===== config.mk =====
export PLATFORM = sky130hd
export DESIGN_NAME = synth_i2c_ctrl
export DESIGN_NICKNAME = d
export VERILOG_FILES = /design/src/rtl/synth_i2c_pkg.sv /design/src/rtl/synth_i2c_sync.sv /design/src/rtl/synth_i2c_link.sv /design/src/rtl/synth_reg_bank.sv /design/src/rtl/synth_i2c_ctrl.sv
export SDC_FILE = /design/constraint.sdc
export NUM_CORES = 1
export LEC_CHECK = 0
export BUFFER_PORTS_ARGS = -buffer_cell sky130_fd_sc_hd__buf_2
export CAP_MARGIN = 20
export CORE_ASPECT_RATIO = 2
export CORE_MARGIN = 3
export CORE_UTILIZATION = 35
export CTS_CLUSTER_SIZE = 28
export DETAILED_ROUTE_END_ITERATION = 6
export GPL_ROUTABILITY_DRIVEN = 0
export GPL_TIMING_DRIVEN = 0
export PLACE_DENSITY = 0.59
export SLEW_MARGIN = 0
export SYNTH_ARGS = -nofsm -noshare
export SYNTH_HDL_FRONTEND = slang
export SYNTH_SLANG_ARGS = --single-unit

===== constraint.sdc =====
create_clock -name clk -period 1.78 [get_ports clk]
set_input_delay 0.267 -clock clk [delete_from_list [all_inputs] [get_ports clk]]
set_output_delay 0.267 -clock clk [all_outputs]
set_load 0.03 [all_outputs]

===== src/rtl/synth_i2c_pkg.sv =====
package synth_i2c_pkg;

    typedef enum logic [2:0] {
        ST_IDLE,
        ST_ADDR,
        ST_AACK,
        ST_WDATA,
        ST_WACK,
        ST_RDATA,
        ST_RACK
    } bus_st_t;

    typedef enum logic [2:0] {
        SL_FIRST,
        SL_DB1,
        SL_DB2,
        SL_CB,
        SL_BB,
        SL_DONE
    } slot_t;

    // bit order matches the control byte bits 6..0
    typedef struct packed {
        logic       cp;
        logic [2:0] test;
        logic       rsa;
        logic       rsb;
        logic       os;
    } ctrl_t;

    localparam logic [4:0] ADDR_FIXED = 5'b11000;
    localparam logic [1:0] ADDR_ALWAYS = 2'b01;

    function automatic logic addr_hit(input logic [7:0] b, input logic [1:0] sel);
        return (b[7:3] == ADDR_FIXED) && ((b[2:1] == sel) || (b[2:1] == ADDR_ALWAYS));
    endfunction

endpackage


===== src/rtl/synth_i2c_sync.sv =====
module synth_i2c_sync #(
    parameter int STAGES = 2
) (
    input  logic clk,
    input  logic rst_n,
    input  logic scl_i,
    input  logic sda_i,
    output logic scl_s_o,
    output logic sda_s_o,
    output logic scl_rise_o,
    output logic scl_fall_o,
    output logic start_o,
    output logic stop_o
);
    typedef struct packed {
        logic [STAGES-1:0] scl_pipe;
        logic [STAGES-1:0] sda_pipe;
        logic              scl_prev;
        logic              sda_prev;
    } sync_t;

    sync_t s_d, s_q;

    always_comb begin
        s_d          = s_q;
        s_d.scl_pipe = {s_q.scl_pipe[STAGES-2:0], scl_i};
        s_d.sda_pipe = {s_q.sda_pipe[STAGES-2:0], sda_i};
        s_d.scl_prev = s_q.scl_pipe[STAGES-1];
        s_d.sda_prev = s_q.sda_pipe[STAGES-1];
    end

    always_ff @(posedge clk or negedge rst_n) begin
        if (!rst_n) s_q <= '1;
        else        s_q <= s_d;
    end

    assign scl_s_o    = s_q.scl_pipe[STAGES-1];
    assign sda_s_o    = s_q.sda_pipe[STAGES-1];
    assign scl_rise_o = scl_s_o & ~s_q.scl_prev;
    assign scl_fall_o = ~scl_s_o & s_q.scl_prev;
    assign start_o    = scl_s_o & s_q.scl_prev & s_q.sda_prev & ~sda_s_o;
    assign stop_o     = scl_s_o & s_q.scl_prev & ~s_q.sda_prev & sda_s_o;
endmodule


===== src/rtl/synth_i2c_link.sv =====
module synth_i2c_link
    import synth_i2c_pkg::*;
(
    input  logic       clk,
    input  logic       rst_n,
    input  logic       sda_s_i,
    input  logic       scl_rise_i,
    input  logic       scl_fall_i,
    input  logic       start_i,
    input  logic       stop_i,
    input  logic [1:0] addr_sel_i,
    input  logic [7:0] status_i,
    output logic       sda_oe_o,
    output logic       seq_new_o,
    output logic       wr_stb_o,
    output logic [7:0] wr_byte_o,
    output logic       rd_end_o
);
    typedef struct packed {
        bus_st_t    st;
        logic [2:0] cnt;
        logic [7:0] sh;
        logic       done;
        logic       rw;
        logic       oe;
        logic       seq_new;
        logic       wr_stb;
        logic       rd_end;
    } link_t;

    link_t l_d, l_q;

    always_comb begin
        l_d         = l_q;
        l_d.seq_new = 1'b0;
        l_d.wr_stb  = 1'b0;
        l_d.rd_end  = 1'b0;
        if (start_i) begin
            l_d.st   = ST_ADDR;
            l_d.cnt  = '0;
            l_d.done = 1'b0;
            l_d.oe   = 1'b0;
        end else if (stop_i) begin
            l_d.st   = ST_IDLE;
            l_d.done = 1'b0;
            l_d.oe   = 1'b0;
        end else begin
            case (l_q.st)
                ST_ADDR, ST_WDATA: begin
                    if (scl_rise_i && !l_q.done) begin
                        l_d.sh  = {l_q.sh[6:0], sda_s_i};
                        l_d.cnt = l_q.cnt + 3'd1;
                        if (l_q.cnt == 3'd7) l_d.done = 1'b1;
                    end else if (scl_fall_i && l_q.done) begin
                        l_d.done = 1'b0;
                        l_d.cnt  = '0;
                        if (l_q.st == ST_ADDR) begin
                            if (addr_hit(l_q.sh, addr_sel_i)) begin
                                l_d.oe      = 1'b1;
                                l_d.rw      = l_q.sh[0];
                                l_d.seq_new = ~l_q.sh[0];
                                l_d.st      = ST_AACK;
                            end else begin
                                l_d.st = ST_IDLE;
                            end
                        end else begin
                            l_d.oe     = 1'b1;
                            l_d.wr_stb = 1'b1;
                            l_d.st     = ST_WACK;
                        end
                    end
                end
                ST_AACK: begin
                    if (scl_fall_i) begin
                        if (l_q.rw) begin
                            l_d.sh  = status_i;
                            l_d.oe  = ~status_i[7];
                            l_d.cnt = '0;
                            l_d.st  = ST_RDATA;
                        end else begin
                            l_d.oe = 1'b0;
                            l_d.st = ST_WDATA;
                        end
                    end
                end
                ST_WACK: begin
                    if (scl_fall_i) begin
                        l_d.oe = 1'b0;
                        l_d.st = ST_WDATA;
                    end
                end
                ST_RDATA: begin
                    if (scl_fall_i) begin
                        if (l_q.cnt == 3'd7) begin
                            l_d.oe = 1'b0;
                            l_d.st = ST_RACK;
                        end else begin
                            l_d.sh  = {l_q.sh[6:0], 1'b0};
                            l_d.oe  = ~l_q.sh[6];
                            l_d.cnt = l_q.cnt + 3'd1;
                        end
                    end
                end
                ST_RACK: begin
                    if (scl_rise_i) begin
                        if (sda_s_i) begin
                            l_d.rd_end = 1'b1;
                            l_d.st     = ST_IDLE;
                        end else begin
                            l_d.done = 1'b1;
                        end
                    end else if (scl_fall_i && l_q.done) begin
                        l_d.done = 1'b0;
                        l_d.sh   = status_i;
                        l_d.oe   = ~status_i[7];
                        l_d.cnt  = '0;
                        l_d.st   = ST_RDATA;
                    end
                end
                default: ;
            endcase
        end
    end

    always_ff @(posedge clk or negedge rst_n) begin
        if (!rst_n) begin
            l_q    <= '0;
            l_q.st <= ST_IDLE;
        end else begin
            l_q <= l_d;
        end
    end

    assign sda_oe_o  = l_q.oe;
    assign seq_new_o = l_q.seq_new;
    assign wr_stb_o  = l_q.wr_stb;
    assign wr_byte_o = l_q.sh;
    assign rd_end_o  = l_q.rd_end;
endmodule


===== src/rtl/synth_reg_bank.sv =====
module synth_reg_bank
    import synth_i2c_pkg::*;
#(
    parameter int          FREQ_W     = 15,
    parameter int          BAND_W     = 4,
    parameter logic [6:0]  CTRL_RESET = 7'b1001000
) (
    input  logic              clk,
    input  logic              rst_n,
    input  logic              seq_new_i,
    input  logic              wr_stb_i,
    input  logic [7:0]        wr_byte_i,
    input  logic              rd_end_i,
    output logic [FREQ_W-1:0] freq_o,
    output ctrl_t             ctrl_o,
    output logic [BAND_W-1:0] band_o,
    output logic              por_o
);
    localparam int HI_W = FREQ_W - 8;

    typedef struct packed {
        slot_t             slot;
        logic              div_first;
        logic [HI_W-1:0]   hi;
        logic [FREQ_W-1:0] freq;
        ctrl_t             ctrl;
        logic [BAND_W-1:0] band;
        logic              por;
    } bank_t;

    bank_t b_d, b_q;

    always_comb begin
        b_d = b_q;
        if (seq_new_i) begin
            b_d.slot = SL_FIRST;
        end else if (wr_stb_i) begin
            case (b_q.slot)
                SL_FIRST: begin
                    if (wr_byte_i[7]) begin
                        b_d.ctrl      = ctrl_t'(wr_byte_i[6:0]);
                        b_d.div_first = 1'b0;
                        b_d.slot      = SL_BB;
                    end else begin
                        b_d.hi        = wr_byte_i[HI_W-1:0];
                        b_d.div_first = 1'b1;
                        b_d.slot      = SL_DB2;
                    end
                end
                SL_DB1: begin
                    b_d.hi   = wr_byte_i[HI_W-1:0];
                    b_d.slot = SL_DB2;
                end
                SL_DB2: begin
                    b_d.freq = {b_q.hi, wr_byte_i};
                    b_d.slot = b_q.div_first ? SL_CB : SL_DONE;
                end
                SL_CB: begin
                    b_d.ctrl = ctrl_t'(wr_byte_i[6:0]);
                    b_d.slot = SL_BB;
                end
                SL_BB: begin
                    b_d.band = wr_byte_i[BAND_W-1:0];
                    b_d.slot = b_q.div_first ? SL_DONE : SL_DB1;
                end
                default: ;
            endcase
        end
        if (rd_end_i) b_d.por = 1'b0;
    end

    always_ff @(posedge clk or negedge rst_n) begin
        if (!rst_n) begin
            b_q      <= '0;
            b_q.slot <= SL_DONE;
            b_q.ctrl <= ctrl_t'(CTRL_RESET);
            b_q.por  <= 1'b1;
        end else begin
            b_q <= b_d;
        end
    end

    assign freq_o = b_q.freq;
    assign ctrl_o = b_q.ctrl;
    assign band_o = b_q.band;
    assign por_o  = b_q.por;
endmodule


===== src/rtl/synth_i2c_ctrl.sv =====
module synth_i2c_ctrl
    import synth_i2c_pkg::*;
#(
    parameter int FREQ_W      = 15,
    parameter int BAND_W      = 4,
    parameter int SYNC_STAGES = 2
) (
    input  logic              clk,
    input  logic              rst_n,
    input  logic              scl_i,
    input  logic              sda_i,
    output logic              sda_oe_o,
    input  logic [1:0]        addr_sel_i,
    input  logic              lock_i,
    input  logic              acps_i,
    input  logic [2:0]        adc_i,
    output logic [FREQ_W-1:0] freq_o,
    output logic              cp_o,
    output logic [2:0]        test_o,
    output logic              rsa_o,
    output logic              rsb_o,
    output logic              os_o,
    output logic [BAND_W-1:0] band_o
);
    logic       scl_s, sda_s, scl_rise, scl_fall, start_ev, stop_ev;
    logic       seq_new, wr_stb, rd_end, por_w;
    logic [7:0] wr_byte, status_w;
    ctrl_t      ctrl_w;

    assign status_w = {por_w, lock_i, acps_i, 2'b11, adc_i};

    synth_i2c_sync #(.STAGES(SYNC_STAGES)) sync_i (
        .clk(clk), .rst_n(rst_n), .scl_i(scl_i), .sda_i(sda_i),
        .scl_s_o(scl_s), .sda_s_o(sda_s), .scl_rise_o(scl_rise),
        .scl_fall_o(scl_fall), .start_o(start_ev), .stop_o(stop_ev)
    );

    synth_i2c_link link_i (
        .clk(clk), .rst_n(rst_n), .sda_s_i(sda_s), .scl_rise_i(scl_rise),
        .scl_fall_i(scl_fall), .start_i(start_ev), .stop_i(stop_ev),
        .addr_sel_i(addr_sel_i), .status_i(status_w), .sda_oe_o(sda_oe_o),
        .seq_new_o(seq_new), .wr_stb_o(wr_stb), .wr_byte_o(wr_byte),
        .rd_end_o(rd_end)
    );

    synth_reg_bank #(.FREQ_W(FREQ_W), .BAND_W(BAND_W)) bank_i (
        .clk(clk), .rst_n(rst_n), .seq_new_i(seq_new), .wr_stb_i(wr_stb),
        .wr_byte_i(wr_byte), .rd_end_i(rd_end), .freq_o(freq_o),
        .ctrl_o(ctrl_w), .band_o(band_o), .por_o(por_w)
    );

    assign cp_o   = ctrl_w.cp;
    assign test_o = ctrl_w.test;
    assign rsa_o  = ctrl_w.rsa;
    assign rsb_o  = ctrl_w.rsb;
    assign os_o   = ctrl_w.os;
endmodule


### Yosys cells after proc, flatten, opt, wreduce, memory -nomap -nowiden

Cells that the tools add are included.

| operators by class | value |
|---|---|
| add/sub/neg operators | 1 |
| reductions and logical operators | 27 |
| bitwise gates (word level) | 18 |
| multiplexer cells | 65 |
| eq/ne operators | 45 |

Operators with widths:

| kind | count |
|---|---|
| 3-bit 2-to-1 mux | 16 |
| 11-bit 2-to-1 mux | 4 |
| 11-bit one-hot mux with 4 select lines | 1 |
| 37-bit 2-to-1 mux | 1 |
| 15-bit 2-to-1 mux | 2 |
| 3-bit one-hot mux with 5 select lines | 2 |
| 14-bit 2-to-1 mux | 2 |
| 4-bit by 1-bit != test with 1-bit output, second input constant | 7 |
| 7-bit one-hot mux with 2 select lines | 2 |
| 9-bit AND reduction | 3 |
| 1-bit 2-to-1 mux | 23 |
| 3-bit equality test, second input constant | 5 |
| 7-bit 2-to-1 mux | 2 |
| 3-bit by 2-bit equality test with 1-bit output, second input constant | 4 |
| 6-bit 2-to-1 mux | 2 |
| 2-bit by 1-bit != test with 1-bit output, second input constant | 6 |
| 3-bit by 1-bit != test with 1-bit output, second input constant | 4 |
| 1-bit inverter | 11 |
| 5-bit by 1-bit != test with 1-bit output, second input constant | 2 |
| 5-bit by 3-bit != test with 1-bit output, second input constant | 2 |
| 5-bit != test, second input constant | 2 |
| 10-bit AND reduction | 1 |
| 3-bit AND reduction | 3 |
| 4-bit 2-to-1 mux | 2 |
| 30 further kinds | 47 |

| word-level totals | value |
|---|---|
| output and inout bits | 27 |
| register bits | 64 |
| bits of input ports | 11 |
| word-level logic and storage cells | 180 |

### Depth between registers and ports, before layout

| depth | value |
|---|---|
| depth in word-level cells | 10 |
| depth in mapped cells | 8 |

### Modules after synthesis

A second synthesis with hierarchy kept.

| second synthesis, totals | value |
|---|---|
| cells, all modules | 302 |
| area, all modules | 3,403.3 µm² |

Modules (own cells, without submodules):

| module | area an instance (µm²) | cells an instance | instances |
|---|---|---|---|
| synth_reg_bank | 1,761.7 | 132 | 1 |
| synth_i2c_link | 1,447.6 | 159 | 1 |
| synth_i2c_sync | 190.2 | 10 | 1 |
| synth_i2c_ctrl | 3.8 | 1 | 1 |

### Worst setup path after synthesis

OpenSTA, ideal clock, no wires.

| path | value |
|---|---|
| path kind | reg-to-reg |
| start | register sync_i.s_q, in the netlist sync_i.scl_s_o |
| end | register link_i.l_q[17] (netlist bit) |
| arrival | 1.678 ns |
| data required time | 1.652 ns |
| slack | -0.025 ns |
| cell stages (with the launch flop) | 7 |
| cell sequence | dfstp_2 buf_2 nand2b_1 nor2_2 a311oi_2 a211oi_2 mux2_1 |

| on the way | value |
|---|---|
| word-level cells in the longest chain between the ends | 5 |
| elaborated cells on any way between the ends | 24 |
| those cells by class | 8 x eq/ne; 4 x mux; 8 x bitwise; 4 x reduce/logical |

Ends and longest elaborated chain:

| element | line | source |
|---|---|---|
| start: declaration | synth_i2c_sync.sv:22 | `sync_t s_d, s_q;` |
| start signal: assignment | synth_i2c_sync.sv:33 | `if (!rst_n) s_q <= '1;` |
| start signal: assignment | synth_i2c_sync.sv:34 | `else s_q <= s_d;` |
| 1-bit AND (tied with other cells) | synth_i2c_sync.sv:41, synth_i2c_sync.sv:42 |  |
| 1-bit AND (tied with other cells) (2 in a row) | synth_i2c_sync.sv:42 | `assign stop_o = scl_s_o & s_q.scl_prev & ~s_q.sda_prev & sda_s_o;` |
| 5-bit != test (no line) (tied with other cells) | n/a |  |
| 9-bit AND reduction (no line) or 6-bit 2-to-1 mux (tied branches) | n/a |  |
| end signal: assignment | synth_i2c_link.sv:130 | `l_q <= l_d;` |
| end: declaration | synth_i2c_link.sv:31 | `link_t l_d, l_q;` |

Parallel ways exist; a longest one is shown, timed or not.
A chain may end at the register's enable or synchronous reset.

### Final worst setup path

| path | value |
|---|---|
| start | register sync_i.s_q, in the netlist sync_i.sda_s_o |
| end | register link_i.l_q[17] (netlist bit) |

| on the way | value |
|---|---|
| word-level cells in the longest chain between the ends | 4 |
| elaborated cells on any way between the ends | 15 |
| those cells by class | 8 x eq/ne; 2 x mux; 3 x bitwise; 2 x reduce/logical |

Ends and longest elaborated chain:

| element | line | source |
|---|---|---|
| 1-bit inverter | synth_i2c_sync.sv:41 | `assign start_o = scl_s_o & s_q.scl_prev & s_q.sda_prev & ~sda_s_o;` |
| 1-bit AND | synth_i2c_sync.sv:41 |  |
| 5-bit != test (no line) (tied with other cells) | n/a |  |
| 9-bit AND reduction (no line) | n/a |  |

Parallel ways exist; a longest one is shown, timed or not.

==> metrics.csv <==
stage;metric;value;unit
clocking;clk buf depth;2;
grt;global-route wire length before repair;13.3;mm
timing;Tightest Pin Transition;0.830;ns
grt;largest net degree at the start of global routing;65;
timing;final hold slack;0.0274;ns
timing;setup ws final;-0.105;ns
placed_design;HPWL Detailed;5.66;mm
yosys;Most used DFF post-synth;dfrtp_1;
clocking;clk sinks;64;
clocking;worst skew pair latency;0.33;ns
layout;nets;388;
routing;First DRT Iteration DRCs;132;
placed_design;Inst Count DP;474;
timing;Final Cycle Share;1.06;
die;Rows;50;
layout;most frequent cells in the layout;53 x dfrtp_1, 47 x buf_4, 40 x buf_2;
yosys;sequential share of the synthesized area;0.473;
power_and_ir_drop;VDD IR max;0.000608;V
setup_path;crit path DAT;2.10;ns
layout;share of cells above drive strength 1;0.532;
die;Die Y-Extent;146;um
layout;area grow syn2layout;30.7;%
die;IO Pins;38;
routing;Remaining DRCs;0;
setup_path;RR Startpoint;sync_i.sda_s_o;
layout;fin cells;510;
timing;maximum clock frequency;530;MHz
power_and_ir_drop;PD cells;1250;nW/um2
die;Die ar.;11100;um2
timing;Final Hold Fails;0;
timing;Final setup viols;11;
layout;commonest non-fill, non-tap cell in the layout;dfrtp_1;
setup_path;R2R setup slack;-0.11;ns
yosys;Yosys Warn Count;0;
power_and_ir_drop;leakage;2.23;nW
routing;Pre-antenna DRT Iters;4;
timing;Setup Skew;0.00669;ns
yosys;unique cell type count in the Yosys netlist;62;
yosys;synthesis-stage register bit count;64;
setup_path;Critical Path RT;2.00;ns
job;Max-Cap Viols;0;
grt;antenna violations before repair;0;
routing;DRT antenna net count;0;
setup_path;CP max FO;5;
yosys;ys async rst share;1.00;
timing;RSZ-0062 raised after global routing;yes;
clocking;Worst-path clk slew;0.06;ns
timing;Slew headroom;0.447;
layout;number of fill cells;869;
clocking;H-Tree Depth;3;
die;CORE AREA;9450;um2
clocking;Post-CTS Hold Fix Bufs;0;
grt;total gr overflow;0;
layout;final std cell area, no fill;4470;um2
placed_design;I/O Buffers;37;
placed_design;DP Area;3770;um2
run_status;status;finished with violations;
grt;vias in the first global route;2658;
timing;fin. max-slew vios;0;
routing;detailed-route via count;2504;
die;die span in x;75.9;um
clocking;CTS tree;done;
grt;met1 Use GR;0.157;
die;Initial Utilization;0.362;
clocking;clock root cell;clkbuf_16;
routing;WL final;8.43;mm
setup_path;cells on worst reg2reg path;6;
yosys;Syn Inst Count;307;
setup_path;CP Class;flop to flop;
setup_path;Worst setup SP type;flop;
timing;crit path time final;1.89;ns
setup_path;R2R Path End;link_i.l_q[17];
yosys;Mapped Avg Cell Area;11.1;um2
yosys;Post-Syn Area;3420;um2
run_status;failing checks;setup timing;
layout;ant diodes;0;
grt;M2 GR Usage;0.283;
setup_path;Worst setup EP type;flop;
grt;M3 GR Usage;0.0415;
routing;Routed wire per std cell;16.5;um
timing;setup TNS;-0.815;ns
yosys;Synth Net Count;320;
yosys;Post-synth EDFFs;0;
grt;gr usage total;0.161;
routing;Via density;4.91;
clocking;cts bufs inserted;9;
grt;gr busiest metal;met2;
power_and_ir_drop;Design Power;5.59;mW
hold_path;Hold Path Class;input port to asynchronous set/reset pin;
[layer usage]
| metal | vias up | wire [um] |
|---|---|---|
| li1 | 1189 | - |
| met1 | 1228 | 2920 |
| met2 | 56 | 4900 |
| met3 | 31 | 196 |
| met4 | 0 | 414 |
| met5 | - | 0 |
[timing repair]
| item | 4_1_cts | 5_1_grt |
|---|---|---|
| pin swaps | 11 | 12 |
| resized for setup | 27 | 24 |
| gates cloned | 1 | 1 |
| buffers inserted | 14 | 7 |
| setup endpoints to repair | 39 | 25 |
[state kept, by name, indices dropped and copies added, names as in the netlist, 2 cells and up]
register and count:
sync_i.s_d 2, bank_i.freq_o 15, sync_i.s_q 2, bank_i.b_q 11, link_i.wr_byte_o 8, bank_i.ctrl_o 7
bank_i.band_o 4, link_i.l_q 8
[through the flow]
stage / utilization / setup slack (ns)
after floorplan: - / 0.00290
final: 0.473 / -0.105
after global routing: 0.473 / -0.179
after global placement: 0.399 / -0.267
after CTS: 0.456 / -0.0466
after detailed placement: 0.399 / -0.267
[cells by family (layout without fill, tap and decap cells)]
logic type	after synthesis	count (layout)	synth area share
mux	49	49	0.171
flops	64	64	0.473
simple gates	102	102	0.163
compound gates	42	42	0.0908
buf+inv	46	119	0.0908
fa+ha+maj	3	3	0.0102
xor+xnor	1	1	0.00256
[Yosys cell counts, drive strengths merged, types with 3 or more instances]
library cell	n	area share
nand3	5	0.011
mux2	44	0.16
inv	8	0.0088
o22ai	3	0.0055
nand3b	3	0.0066
and2b	5	0.011
or2	3	0.0055
clkbuf	3	0.0033
a21oi	10	0.015
dfstp	11	0.085
nor2	21	0.025
mux2i	5	0.015
o21ai	5	0.0073
buf	35	0.079
nand2b	11	0.022
nor3	7	0.010
nor2b	5	0.0092
dfrtp	53	0.39
nand2	31	0.036
[how the worst max path moves through the flow]
stage / start / endpoint / slack [ns] / depth (start not counted)
2_1_floorplan: sync_i.s_q[0] / link_i.l_q[17] / 0.003 / 7
3_3_place_gp: sync_i.scl_s_o / link_i.l_q[17] / -0.27 / 6
3_5_place_dp: sync_i.scl_s_o / link_i.l_q[17] / -0.27 / 6
4_1_cts: sync_i.scl_s_o / link_i.l_q[17] / -0.05 / 5
5_1_grt: sync_i.sda_s_o / link_i.l_q[17] / -0.18 / 6
6_report: sync_i.sda_s_o / link_i.l_q[17] / -0.11 / 6
[layout make-up]
cell class                      count  area [um2]  share of cell area
Multi-Input combinational cell    197        1680               0.377
Sequential cell                    64        1620               0.361
Timing Repair Buffer               60         375              0.0840
Buffer                             35         275              0.0616
Clock buffer                        9         225              0.0504
Tap cell                          130         163              0.0364
Clock inverter                      7         103              0.0230
Inverter                            8        30.0             0.00672
[power by group]
part | switching [mW] | leakage (nW) | internal (mW)
clock network | 0.676 | 0.157 | 1.24
logic | 0.941 | 1.24 | 0.795
registers | 0.271 | 0.828 | 1.66
total | 1.89 | 2.23 | 3.70
[critical path: stages, from the launching register on]
cell,delay (ns)
dfstp_2,0.59
xor2_2,0.16
and2b_1,0.15
buf_6,0.13
a311oi_4,0.05
a211oi_2,0.36
mux2_4,0.33
Note: power is estimated with default switching activity, not from simulation.
